`src/rtl/bctl_pkg.sv`:
```
package bctl_pkg;

   typedef enum logic [1:0] {
      ST_IDLE    = 2'd0,
      ST_PEND    = 2'd1,
      ST_RESOLVE = 2'd2
   } bctl_state_t;

   typedef enum logic [1:0] {
      BK_NONE   = 2'd0,
      BK_ALWAYS = 2'd1,
      BK_ZERO   = 2'd2,
      BK_NEG    = 2'd3
   } br_kind_t;

endpackage

```
`src/rtl/bctl_decode.sv`:
```
module bctl_decode
   import bctl_pkg::*;
#(
   parameter int unsigned IW    = 8,
   parameter int unsigned OPC_W = 4,
   parameter logic [OPC_W-1:0] OP_BR = 4'hD,
   parameter logic [OPC_W-1:0] OP_BZ = 4'h5,
   parameter logic [OPC_W-1:0] OP_BN = 4'h9
) (
   input  logic [IW-1:0] word_i,
   output br_kind_t      kind_o,
   output logic          is_br_o
);
   logic [OPC_W-1:0] opc;
   assign opc = word_i[OPC_W-1:0];

   always_comb begin
      if (opc == OP_BR)      kind_o = BK_ALWAYS;
      else if (opc == OP_BZ) kind_o = BK_ZERO;
      else if (opc == OP_BN) kind_o = BK_NEG;
      else                   kind_o = BK_NONE;
   end

   assign is_br_o = (kind_o != BK_NONE);
endmodule

```
`src/rtl/bctl_pc.sv`:
```
module bctl_pc #(
   parameter int unsigned      PC_W     = 8,
   parameter logic [PC_W-1:0]  RESET_PC = '0
) (
   input  logic            clk,
   input  logic            rst_n,
   input  logic            advance_i,
   input  logic            load_i,
   input  logic [PC_W-1:0] load_val_i,
   output logic [PC_W-1:0] pc_o
);
   logic [PC_W-1:0] pc_q;
   logic [PC_W-1:0] pc_inc;

   // dedicated incrementer, independent of the EX ALU
   assign pc_inc = pc_q + PC_W'(1);

   always_ff @(posedge clk) begin
      if (!rst_n)         pc_q <= RESET_PC;
      else if (load_i)    pc_q <= load_val_i;
      else if (advance_i) pc_q <= pc_inc;
   end

   assign pc_o = pc_q;
endmodule

```
`src/rtl/bctl_flags.sv`:
```
module bctl_flags (
   input  logic clk,
   input  logic rst_n,
   input  logic we_i,
   input  logic n_i,
   input  logic z_i,
   output logic n_o,
   output logic z_o
);
   always_ff @(posedge clk) begin
      if (!rst_n) begin
         n_o <= 1'b0;
         z_o <= 1'b0;
      end else if (we_i) begin
         n_o <= n_i;
         z_o <= z_i;
      end
   end
endmodule

```
`src/rtl/bctl_irpipe.sv`:
```
module bctl_irpipe #(
   parameter int unsigned    IW       = 8,
   parameter int unsigned    DEPTH    = 3,
   parameter logic [IW-1:0]  NOP_WORD = 8'h0A
) (
   input  logic                  clk,
   input  logic                  rst_n,
   input  logic [IW-1:0]         fetch_i,
   input  logic                  squash_i,
   output logic [DEPTH:0][IW-1:0] stg_o
);
   // stage 0 is ID; it takes the fetched word or a bubble
   always_ff @(posedge clk) begin
      if (!rst_n)        stg_o[0] <= NOP_WORD;
      else if (squash_i) stg_o[0] <= NOP_WORD;
      else               stg_o[0] <= fetch_i;
   end

   for (genvar s = 1; s <= DEPTH; s++) begin : g_stage
      always_ff @(posedge clk) begin
         if (!rst_n) stg_o[s] <= NOP_WORD;
         else        stg_o[s] <= stg_o[s-1];
      end
   end
endmodule

```
`src/rtl/bctl_fsm.sv`:
```
module bctl_fsm
   import bctl_pkg::*;
(
   input  logic        clk,
   input  logic        rst_n,
   input  logic        id_is_br_i,
   input  logic        ex_is_br_i,
   output bctl_state_t state_o,
   output logic        hold_o,
   output logic        resolve_o,
   output logic        squash_o
);
   bctl_state_t nxt;

   always_comb begin
      nxt       = state_o;
      hold_o    = 1'b0;
      resolve_o = 1'b0;
      squash_o  = 1'b0;
      unique case (state_o)
         ST_IDLE: begin
            if (id_is_br_i) begin
               hold_o   = 1'b1;
               squash_o = 1'b1;
               nxt      = ST_PEND;
            end
         end
         ST_PEND: begin
            hold_o   = 1'b1;
            squash_o = 1'b1;
            if (ex_is_br_i) begin
               resolve_o = 1'b1;
               nxt       = ST_RESOLVE;
            end
         end
         ST_RESOLVE: nxt = ST_IDLE;
         default:    nxt = ST_IDLE;
      endcase
   end

   always_ff @(posedge clk) begin
      if (!rst_n) state_o <= ST_IDLE;
      else        state_o <= nxt;
   end
endmodule

```
`src/rtl/branch_fetch_ctl.sv`:
```
module branch_fetch_ctl
   import bctl_pkg::*;
#(
   parameter int unsigned      PC_W     = 8,
   parameter int unsigned      IW       = 8,
   parameter int unsigned      OPC_W    = 4,
   parameter logic [PC_W-1:0]  RESET_PC = '0,
   parameter logic [IW-1:0]    NOP_WORD = 8'h0A,
   parameter logic [OPC_W-1:0] OP_BR    = 4'hD,
   parameter logic [OPC_W-1:0] OP_BZ    = 4'h5,
   parameter logic [OPC_W-1:0] OP_BN    = 4'h9
) (
   input  logic            clk,
   input  logic            rst_n,
   input  logic [IW-1:0]   if_instr,
   input  logic            ex_alu_en,
   input  logic            ex_alu_n,
   input  logic            ex_alu_z,
   input  logic [PC_W-1:0] ex_target,
   output logic [PC_W-1:0] pc,
   output logic [IW-1:0]   id_ir,
   output logic [IW-1:0]   rf_ir,
   output logic [IW-1:0]   ex_ir,
   output logic [IW-1:0]   wb_ir,
   output logic            flag_n,
   output logic            flag_z,
   output logic            fetch_hold,
   output logic            br_resolve,
   output logic            br_taken
);
   localparam int unsigned LATE_STAGES = 3;   // RF, EX, WB
   localparam int unsigned ST_ID = 0;
   localparam int unsigned ST_RF = 1;
   localparam int unsigned ST_EX = 2;
   localparam int unsigned ST_WB = 3;

   initial begin
      if (OPC_W == 0 || OPC_W > IW)
         $error("branch_fetch_ctl: OPC_W must be in 1..IW");
      if (OP_BR == OP_BZ || OP_BR == OP_BN || OP_BZ == OP_BN)
         $error("branch_fetch_ctl: branch opcodes must differ");
      if (NOP_WORD[OPC_W-1:0] == OP_BR || NOP_WORD[OPC_W-1:0] == OP_BZ ||
          NOP_WORD[OPC_W-1:0] == OP_BN)
         $error("branch_fetch_ctl: nop word decodes as a branch");
   end

   logic [LATE_STAGES:0][IW-1:0] stg;
   br_kind_t    id_kind, ex_kind;
   logic        id_is_br, ex_is_br;
   bctl_state_t state;
   logic        squash, cond_met, flag_we, advance;

   bctl_decode #(.IW(IW), .OPC_W(OPC_W), .OP_BR(OP_BR), .OP_BZ(OP_BZ), .OP_BN(OP_BN))
      i_dec_id (.word_i(stg[ST_ID]), .kind_o(id_kind), .is_br_o(id_is_br));

   bctl_decode #(.IW(IW), .OPC_W(OPC_W), .OP_BR(OP_BR), .OP_BZ(OP_BZ), .OP_BN(OP_BN))
      i_dec_ex (.word_i(stg[ST_EX]), .kind_o(ex_kind), .is_br_o(ex_is_br));

   bctl_fsm i_fsm (
      .clk(clk), .rst_n(rst_n),
      .id_is_br_i(id_is_br), .ex_is_br_i(ex_is_br),
      .state_o(state), .hold_o(fetch_hold),
      .resolve_o(br_resolve), .squash_o(squash)
   );

   bctl_irpipe #(.IW(IW), .DEPTH(LATE_STAGES), .NOP_WORD(NOP_WORD)) i_pipe (
      .clk(clk), .rst_n(rst_n), .fetch_i(if_instr),
      .squash_i(squash), .stg_o(stg)
   );

   // a stage word that is a bubble or a branch never touches the flags
   assign flag_we = ex_alu_en && (stg[ST_EX] != NOP_WORD) && !ex_is_br;

   bctl_flags i_flags (
      .clk(clk), .rst_n(rst_n), .we_i(flag_we),
      .n_i(ex_alu_n), .z_i(ex_alu_z), .n_o(flag_n), .z_o(flag_z)
   );

   always_comb begin
      unique case (ex_kind)
         BK_ALWAYS: cond_met = 1'b1;
         BK_ZERO:   cond_met = flag_z;
         BK_NEG:    cond_met = flag_n;
         default:   cond_met = 1'b0;
      endcase
   end

   assign br_taken = br_resolve && cond_met;
   assign advance  = !fetch_hold && (state != ST_PEND);

   bctl_pc #(.PC_W(PC_W), .RESET_PC(RESET_PC)) i_pc (
      .clk(clk), .rst_n(rst_n), .advance_i(advance),
      .load_i(br_taken), .load_val_i(ex_target), .pc_o(pc)
   );

   assign id_ir = stg[ST_ID];
   assign rf_ir = stg[ST_RF];
   assign ex_ir = stg[ST_EX];
   assign wb_ir = stg[ST_WB];
endmodule

```
`config.mk`:
```
export PLATFORM = sky130hd
export DESIGN_NAME = branch_fetch_ctl
export DESIGN_NICKNAME = d
export VERILOG_FILES = /design/src/rtl/bctl_pkg.sv /design/src/rtl/bctl_decode.sv /design/src/rtl/bctl_pc.sv /design/src/rtl/bctl_flags.sv /design/src/rtl/bctl_irpipe.sv /design/src/rtl/bctl_fsm.sv /design/src/rtl/branch_fetch_ctl.sv
export SDC_FILE = /design/constraint.sdc
export NUM_CORES = 1
export LEC_CHECK = 0
export ABC_AREA = 1
export BUFFER_PORTS_ARGS = -buffer_cell sky130_fd_sc_hd__buf_2
export CAP_MARGIN = 25
export CORE_UTILIZATION = 45
export DETAILED_ROUTE_END_ITERATION = 8
export PLACE_DENSITY = 0.74
export SLEW_MARGIN = 10
export SYNTH_ARGS = -nofsm -noshare
export SYNTH_HDL_FRONTEND = slang
export SYNTH_SLANG_ARGS = --single-unit
```
`constraint.sdc`:
```
create_clock -name clk -period 3.57 [get_ports clk]
set_input_delay 0 -clock clk [delete_from_list [all_inputs] [get_ports clk]]
set_output_delay 0 -clock clk [all_outputs]
set_load 0.01 [all_outputs]
```
### After elaboration in Yosys (flattened, before gate mapping)

Cells that the tools add are included.

* add/sub/neg operators: 1
* eq/ne operators: 14
* muxes and demuxes: 16
* bitwise gates (word level): 1
* reductions and logical operators: 12

Operators with widths (number)
* $eq 4x4->1 const B: 4
* $mux 2: 8
* $mux 8: 2
* $add 8x1->8 const B: 1
* $eq 4x3->1 const B: 2
* $ne 8x4->1 const B: 1
* $reduce_bool 2->1: 3
* $eq 2x1->1 const B: 2
* $eq 2x2->1 const B: 2
* $logic_and 1x1->1: 4
* $ne 2x2->1 const B: 2
* $pmux 2 s2: 1
* $mux 1: 3
* $pmux 1 s3: 1
* $logic_not 1->1: 2
* $logic_not 2->1: 1
* $ne 2x1->1 const B: 1
* $pmux 1 s2: 1
* $reduce_and 2->1: 1
* $reduce_or 2->1: 1
* $not 1->1: 1

* register bits: 44
* input bits: 21
* word-level logic and storage cells: 52

### Longest topological paths before layout

Gate-level depths: netlist of run 1.

* depth in word-level cells: 11
* mapped depth: 10
* gate-level depth less buffers: 10

### Cells and area by module

From an unflattened synthesis of run 1, not the netlist that was laid out.

* cells, all modules: 230
* area, all modules: 1730.4 µm²

By module, submodules not included
* bctl_irpipe: instances 1, cells an instance 96, area each 913.4 µm², sequential area each 640.6 µm²
* bctl_pc: instances 1, cells an instance 70, area each 489.2 µm², sequential area each 160.2 µm²
* bctl_fsm: instances 1, cells an instance 14, area each 96.3 µm², sequential area each 40.0 µm²
* bctl_decode: instances 2, cells an instance 10, area each 41.3 µm², sequential area each 0.0 µm²
* bctl_flags: instances 1, cells an instance 12, area each 77.6 µm², sequential area each 40.0 µm²
* branch_fetch_ctl: instances 1, cells an instance 18, area each 71.3 µm², sequential area each 0.0 µm²

### Worst setup path after synthesis of run 1

OpenSTA, ideal clock, no wires.

* path kind: register to register
* start: reg i_pipe.stg_o[16] (netlist name)
* end: reg i_pc.pc_q[6], in the netlist i_pc.pc_o[6]
* library setup time: 0.116 ns
* arrival time: 1.221 ns
* required time: 3.454 ns
* slack: 2.233 ns
* cell stages (with the launch flop): 11
* period minus slack after synthesis: 1.337 ns
* cells stage by stage: dfxtp_1 > inv_1 > nor2_1 > nand2_2 > nor2_8 > nand2_4 > buf_6 > nand2_1 > nand2_1 > nor2_1 > nor2_1

* longest elaborated chain between the ends: 9

RTL lines
* start: declaration: RTL line bctl_irpipe.sv:10 `output logic [DEPTH:0][IW-1:0] stg_o`
* start signal: indexed assignment: RTL line bctl_irpipe.sv:22 `else stg_o[s] <= stg_o[s-1];`
* $eq 4x4->1: RTL line bctl_decode.sv:20 `else if (opc == OP_BN) kind_o = BK_NEG;`
* $mux 2: RTL line bctl_decode.sv:20
* $mux 2: RTL line bctl_decode.sv:19 `else if (opc == OP_BZ) kind_o = BK_ZERO;`
* $mux 2 *: RTL line bctl_decode.sv:18 `if (opc == OP_BR) kind_o = BK_ALWAYS;`
* $reduce_bool 2->1 *: RTL line bctl_decode.sv:24 `assign is_br_o = (kind_o != BK_NONE);`
* $mux 1 *: RTL line bctl_fsm.sv:31 `if (ex_is_br_i) begin`
* $mux 1 *: RTL line bctl_fsm.sv:20 `unique case (state_o)`
* net br_resolve: RTL line branch_fetch_ctl.sv:28 `output logic br_resolve,`
* $logic_and 1x1->1 *: RTL line branch_fetch_ctl.sv:88 `assign br_taken = br_resolve && cond_met;`
* $mux 8 / $reduce_bool 2->1 (equally long branches)
* end signal: assignment: RTL line bctl_pc.sv:20 `else if (load_i) pc_q <= load_val_i;`
* end signal: assignment: RTL line bctl_pc.sv:21 `else if (advance_i) pc_q <= pc_inc;`
* end: declaration: RTL line bctl_pc.sv:12 `logic [PC_W-1:0] pc_q;`

Mark *: on every way through the listed nets, which the timed path passes. The rest lies on a longest branch.
A chain may end at the register's enable or synchronous reset.

### Worst setup path after layout of run 1

* start: reg i_pipe.stg_o[19] (netlist name)
* end: out br_taken

* longest elaborated chain between the ends: 8

RTL lines
* $eq 4x4->1: RTL line bctl_decode.sv:20
* $mux 2: RTL line bctl_decode.sv:20
* $mux 2: RTL line bctl_decode.sv:19
* $mux 2 *: RTL line bctl_decode.sv:18
* $reduce_bool 2->1: RTL line bctl_decode.sv:24
* $mux 1: RTL line bctl_fsm.sv:31
* $mux 1: RTL line bctl_fsm.sv:20
* $logic_and 1x1->1 *: RTL line branch_fetch_ctl.sv:88
* end: declaration: RTL line branch_fetch_ctl.sv:29 `output logic br_taken`

Every way passes the cells marked *; elsewhere a longest branch is shown, timed or not.

==> flow_summary.json, run 1 <==
{
  "synth_area_leader_cell": "dfxtp_1",
  "power-per-cell-area_mw_per_mm2": 404,
  "cts_max_path_buffers": 2,
  "design.die.area_sq_mm": 0.00411,
  "ctsResizeCount": 0,
  "gp_congestion": 0.844,
  "crit_fanout": 13,
  "gr-usage-met3_pct": 3.93,
  "timing.critical_path.slowest_stage_cell": "dfxtp_1",
  "yosys-top-cells-area": "dfxtp_1 (51%), nand2_1 (13%), inv_1 (10%)",
  "hold_path_class": "input port to flip-flop",
  "cap_violations": 0,
  "initial_antenna_violation_count": 0,
  "ys_warn_count": 0,
  "post_synthesis_mean_instance_area_sq_um": 7.45,
  "grt_util_met1_pct": 21.5,
  "synth.cell_area_sq_mm": 0.00174,
  "timing.rr.start": "i_fsm.state_o[1]",
  "vias_per_cell": 4.24,
  "total_leakage_power_nw": 1.30,
  "worst_setup_path_startpoint": "i_pipe.stg_o[19]",
  "cts_buffers": 5,
  "switching_power_w": 0.000225,
  "worstSetupEndpoint": "br_taken",
  "critical-path-max-stage-delay_ps": 410,
  "post_synthesis_async_set_or_reset_flop_share_pct": 0,
  "port-buffer-count": 65,
  "worst-slew-pin-transition_ps": 470,
  "globalRouteTotalUtil_pct": 18.3,
  "clock_period_minus_worst_slack_ps": 1480,
  "cts.sink_count": 44,
  "hold_violations": 0,
  "synth_ff_type": "dfxtp_1",
  "critPathTopFamily": "simple AND/OR/NAND/NOR gates",
  "wl_per_cell_um": 9.74,
  "r2r_cells": 6,
  "setup_slack_on_the_worst_flop_to_flop_path_ps": 2140,
  "detailedRoute.firstPassIterationCount": 4,
  "share_comb_of_total_power_pct": 11.0,
  "cp_num_buf_inv": 2,
  "fp.dieW_um": 64.1,
  "clock-root-buffer": "clkbuf_8",
  "post_synth_inst_count": 233,
  "via_count_of_the_first_global_routing_pass": 1374,
  "ys_seq_elements": 44,
  "relSlewSlack_pct": 68.7,
  "dpl_cell_area_sq_mm": 0.00209,
  "timing.fmax_ghz": 0.678,
  "design_area_sq_mm": 0.00226,
  "route.vias.total": 1508,
  "synth_cell_types": 26,
  "mostFrequentLayoutCells": "buf_2 (65), nand2_1 (61), inv_1 (47), dfxtp_1 (44), nor2_1 (24)",
  "clock_tree_from_tritoncts": "yes",
  "nFillCells": 372,
  "drt_drc": 0,
  "detailedRoute.firstIterationViolations": 74,
  "placement_rows": 22,
  "p_seq_share_pct": 57.7,
  "synth.yosys.seq_area_share_pct": 50.8,
  "timing.setup.tns_ps": 0,
  "ioPinCount": 66,
  "run_status": "finished, final reports clean",
  "maximum_number_of_pins_on_one_net_before_global_route_repair": 27,
  "critical_path.cell_chain": "nor2_1 > nor2_4 > nand3_4 > nand2_4 > inv_1 > buf_2",
  "critical_path_depth": 6,
  "leftover_overflow_at_the_end_of_global_routing": 0,
  "power.internal_w": 0.000689,
  "hold_path_startpoint": "ex_alu_n",
  "finish.net_count": 330,
  "grt_util_met2_pct": 30.6,
  "clock_power_share_pct": 31.4,
  "drt-total-wl_um": 3470,
  "synth-edff-count": 0,
  "detailed_place_hpwl_um": 2470,
  "worstPathArrival_ps": 1480,
  "ant_nets": 0,
  "synth.net_count": 255,
  "power.switching_fraction_pct": 24.6,
  "post_route_cells_drive_above_1_share_pct": 26.3,
  "cts.reportedPaths.clkPinSlew_ps": 70,
  "crit_path_start_kind": "flip-flop",
  "report.final.slew_viol_count": 0,
  "setup_repair_after_global_routing_missed_its_margin": "false",
  "worst_skew_pair.late_latency_ps": 290,
  "worst-endpoint-required_ps": 3570,
  "vdd_drop_max_mv": 0.279,
  "post-route-period-util_pct": 41.3,
  "core_sq_mm": 0.00369,
  "setup_viol": 0,
  "commonest_non_fill_non_tap_cell_in_the_layout": "buf_2",
  "finClkSkew_ps": 2.98,
  "timing.setup.critical_path_class": "flip-flop to output port",
  "timing.rr.end": "i_pipe.stg_o[3]",
  "grt_pass1_wl_um": 5700,
  "post-layout-total-power_w": 0.000914,
  "htree_levels": 2,
  "synth_top_area_share_pct": 50.8,
  "top_usage_layer": "met2",
  "area_growth_pct": 30.3,
  "antennaDiodeCount": 0,
  "start_util_pct": 47.0,
  "end_kind": "output port",
  "die_height_um": 64.1
}
==> state kept, by name, summed over array words and instances, names as in the netlist <==
| name | count |
|---|---|
| i_pipe.stg_o | 32 |
| i_pc.pc_o | 8 |
| i_fsm.state_o | 2 |
| i_flags.n_o | 1 |
| i_flags.z_o | 1 |
==> cell families (layout without fill, tap and decap cells) <==
logic type	Yosys count	count (layout)	share of synthesized area (%)
and+or+nand+nor	116	116	30.3
buffers and inverters	55	130	12.4
DFF	44	44	50.8
AOI/OAI and AO/OA	14	14	4.33
xor gates and xnor gates	3	3	1.51
adders and majority gates	1	1	0.721
==> power by group through the flow <==
stage / clock network, W / logic, W / registers, W
3_3_place_gp: 0 / 0.0000918 / 0.000538
2_1_floorplan: 0 / 0.0000452 / 0.000546
6_report: 0.000287 / 0.000100 / 0.000527
4_1_cts: 0.000294 / 0.000101 / 0.000527
3_5_place_dp: 0 / 0.0000929 / 0.000538
5_1_grt: 0.000322 / 0.000113 / 0.000530
==> how the worst min path moves through the flow <==
stage | to | slack [ps] | cells after the start
2_1_floorplan | i_pipe.stg_o[1] | 100 | 1
3_3_place_gp | i_pipe.stg_o[1] | 180 | 2
3_5_place_dp | i_pipe.stg_o[1] | 180 | 2
4_1_cts | i_flags.n_o | 0.8 | 5
5_1_grt | i_flags.n_o | 30 | 5
6_report | i_flags.n_o | 6 | 5
==> synth_stat cells (2+ instances only) <==
library cell / n
or2_1: 4
or2_2: 2
a21oi_1: 6
o21ai_1: 3
dfxtp_1: 44
o21ai_0: 3
nor2_1: 24
nand2_1: 61
nand3_1: 17
nand4_1: 2
inv_1: 47
xor2_1: 2
inv_2: 2
clkbuf_1: 4
==> routing by layer <==
metal | share of wire [%] | vias up
met5 | 0 | -
met2 | 48 | 38
met3 | 4.2 | 3
met4 | 0.98 | 0
met1 | 47 | 628
li1 | - | 839
==> repair_timing <==
action / 4_1_cts / 5_1_grt
hold buffers: 9 / 0
buffers inserted: 0 / 0
hold endpoints to repair: 9 / 0
==> area by class of cell <==
| class | count | area [sq um] | area share [%] |
|---|---|---|---|
| multi-input combinational | 134 | 639 | 28.3 |
| clock inverter | 2 | 12.5 | 0.553 |
| inverter | 49 | 184 | 8.14 |
| tap | 48 | 60.1 | 2.66 |
| clock buffer | 5 | 68.8 | 3.04 |
| timing repair buffer | 74 | 415 | 18.4 |
| sequential | 44 | 881 | 39.0 |
==> worst register-to-register path: stages (launching register included) <==
cell	delay [ps]
dfxtp_1	330
inv_1	50
nand2_1	180
nand2_1	280
nor2_1	190
inv_2	90
or2_1	210
==> per-stage QoR <==
| stage | hold WS, ps | utilization, % | cells | setup slack [ps] |
|---|---|---|---|---|
| 2_1_floorplan | 99.9 | - | 233 | 2230 |
| 3_3_place_gp | 181 | 56.6 | 340 | 2170 |
| 3_5_place_dp | 184 | 56.6 | 340 | 2150 |
| 4_1_cts | 0.829 | 61.3 | 356 | 2080 |
| 5_1_grt | 32.9 | 61.3 | 356 | 1970 |
| 6_report | 6.27 | 61.3 | 356 | 2090 |
No activity file was read; power rests on OpenSTA's default activity.
==> run 2, diff against run 1 <==
--- a/config.mk
+++ b/config.mk
@@ -8,7 +8,7 @@
 export ABC_AREA = 1
 export BUFFER_PORTS_ARGS = -buffer_cell sky130_fd_sc_hd__buf_2
 export CAP_MARGIN = 25
-export CORE_UTILIZATION = 45
+export CORE_UTILIZATION = 43
 export DETAILED_ROUTE_END_ITERATION = 8
 export PLACE_DENSITY = 0.74
 export SLEW_MARGIN = 10
==> constraint.sdc (replaced) <==
create_clock -name clk -period 1.35 [get_ports clk]
set_input_delay 0 -clock clk [delete_from_list [all_inputs] [get_ports clk]]
set_output_delay 0 -clock clk [all_outputs]
set_load 0.01 [all_outputs]
==> flow_summary.json, run 2 (same netlist as run 1, synthesis figures left out) <==
{
  "gp_congestion": 0.888,
  "finClkSkew_ps": 6.18,
  "relSlewSlack_pct": 82.0,
  "timing.critical_path.slowest_stage_cell": "dfxtp_2",
  "grt_pass1_wl_um": 6020,
  "worst_skew_pair.late_latency_ps": 300,
  "design.die.area_sq_mm": 0.00429,
  "htree_levels": 2,
  "crit_top_cell": "buf_6",
  "detailed_place_hpwl_um": 2530,
  "drt_drc": 0,
  "antennaDiodeCount": 0,
  "start_util_pct": 46.0,
  "hold_path_class": "input port to flip-flop",
  "mostFrequentLayoutCells": "buf_2 (64), nand2_1 (59), inv_1 (43), dfxtp_1 (37), nor2_1 (21)",
  "switching_power_w": 0.000653,
  "worst-slew-pin-transition_ps": 269,
  "clock_period_minus_worst_slack_ps": 1300,
  "nFillCells": 326,
  "cap_violations": 0,
  "largest_register_ffs": 32,
  "placement_rows": 22,
  "critical_path.cell_chain": "inv_1 > nor2_2 > nand2_2 > nor2_8 > buf_6 > buf_6",
  "detailedRoute.firstIterationViolations": 94,
  "total_leakage_power_nw": 1.40,
  "ant_nets": 0,
  "report.final.slew_viol_count": 0,
  "vias_per_cell": 4.40,
  "core_sq_mm": 0.00377,
  "critPathTopFamily": "simple AND/OR/NAND/NOR gates",
  "timing.setup.critical_path_class": "flip-flop to output port",
  "worst-endpoint-required_ps": 1350,
  "clock_power_share_pct": 38.5,
  "clock_tree_from_tritoncts": "yes",
  "drt-total-wl_um": 3830,
  "setup_viol": 0,
  "finish.net_count": 345,
  "setup_repair_after_global_routing_missed_its_margin": "true",
  "wl_per_cell_um": 10.3,
  "area_growth_pct": 43.2,
  "cts_max_path_buffers": 2,
  "fp.dieW_um": 65.5,
  "run_status": "finished, final reports clean",
  "design_area_sq_mm": 0.00248,
  "cts.reportedPaths.clkPinSlew_ps": 80,
  "hold_violations": 0,
  "initial_antenna_violation_count": 0,
  "critical-path-max-stage-delay_ps": 350,
  "end_kind": "output port",
  "utilization_pct": 65.9,
  "fin_worst_hold_slack_ps": 50.8,
  "maximum_number_of_pins_on_one_net_before_global_route_repair": 26,
  "commonest_non_fill_non_tap_cell_in_the_layout": "buf_2",
  "clock-root-buffer": "clkbuf_8",
  "post_route_cells_drive_above_1_share_pct": 35.5,
  "dpl_cell_area_sq_mm": 0.00213,
  "p_seq_share_pct": 50.5,
  "crit_fanout": 7,
  "via_count_of_the_first_global_routing_pass": 1435,
  "globalRouteTotalUtil_pct": 18.7,
  "port-buffer-count": 65,
  "route.vias.total": 1637,
  "die_height_um": 65.5,
  "leftover_overflow_at_the_end_of_global_routing": 0,
  "cts_buffers": 5,
  "timing.fmax_ghz": 0.767,
  "detailedRoute.firstPassIterationCount": 4,
  "power.internal_w": 0.00210,
  "post-route-period-util_pct": 96.6,
  "share_comb_of_total_power_pct": 11.0,
  "vdd_drop_max_mv": 0.861,
  "cp_num_buf_inv": 3,
  "power.switching_fraction_pct": 23.7,
  "largest-register": "i_pipe.stg_o",
  "power-per-cell-area_mw_per_mm2": 1110,
  "worstPathArrival_ps": 1300,
  "crit_path_start_kind": "flip-flop",
  "cts.sink_count": 44,
  "ioPinCount": 66
}
-- run 2: through the flow --
stage | TNS, ps | power [W] | setup slack (ps) | std cells
6_report | 0 | 0.00275 | 45.6 | 372
5_1_grt | -164 | 0.00287 | -48.1 | 372
4_1_cts | 0 | 0.00275 | 10.7 | 370
2_1_floorplan | 0 | 0.00156 | 13.5 | 233
3_5_place_dp | 0 | 0.00169 | 23.5 | 345
3_3_place_gp | 0 | 0.00168 | 84.5 | 345
-- run 2: path summary, 6_finish.rpt --
| path | from | end | slack [ps] | depth (start not counted) |
|---|---|---|---|---|
| max | i_pipe.stg_o[16] | br_resolve | 50 | 6 |
| max reg2reg | i_pipe.stg_o[16] | i_pc.pc_o[4] | 50 | 9 |
| min | ex_target[6] | i_pc.pc_o[6] | 50 | 5 |
| min reg2reg | i_pipe.stg_o[10] | i_pipe.stg_o[18] | 420 | 2 |
-- run 2: area by class of cell --
class | count | area, sq um | share of cell area (%)
clock inverter | 2 | 38.8 | 1.56
inverter | 49 | 184 | 7.40
timing repair buffer | 89 | 547 | 22.0
clock buffer | 6 | 82.6 | 3.32
tap | 48 | 60.1 | 2.42
multi-input combinational | 134 | 678 | 27.3
sequential | 44 | 895 | 36.0
-- run 2: power by group through the flow --
stage | registers (W) | clock network (W) | logic, W
2_1_floorplan | 0.00144 | 0 | 0.000120
3_3_place_gp | 0.00142 | 0 | 0.000266
3_5_place_dp | 0.00142 | 0 | 0.000268
4_1_cts | 0.00139 | 0.00107 | 0.000296
5_1_grt | 0.00140 | 0.00113 | 0.000341
6_report | 0.00139 | 0.00106 | 0.000304
-- run 2: worst reg2reg max path: cells and delay by family, from the launching register on --
kind	cells	cell delay, ps
simple gates	5	520
flops	1	350
buf+inv	3	240
compound gates	1	120
-- run 2: timing repair --
item | 4_1_cts | 5_1_grt
buffers inserted | 6 | 2
resized for setup | 7 | 19
cloned | 0 | 0
setup endpoints to repair | 1 | 11
pin swaps | 4 | 8
hold buffers | 11 | 0
hold endpoints to repair | 11 | 0
-- run 2: routing by layer --
metal	part of all wire, %	GRT usage [%]	up-vias
li1	-	-	868
met1	47	22.9	720
met2	47	30.3	42
met3	4.5	5.21	7
met4	1.6	8.15	0
met5	0	0	-
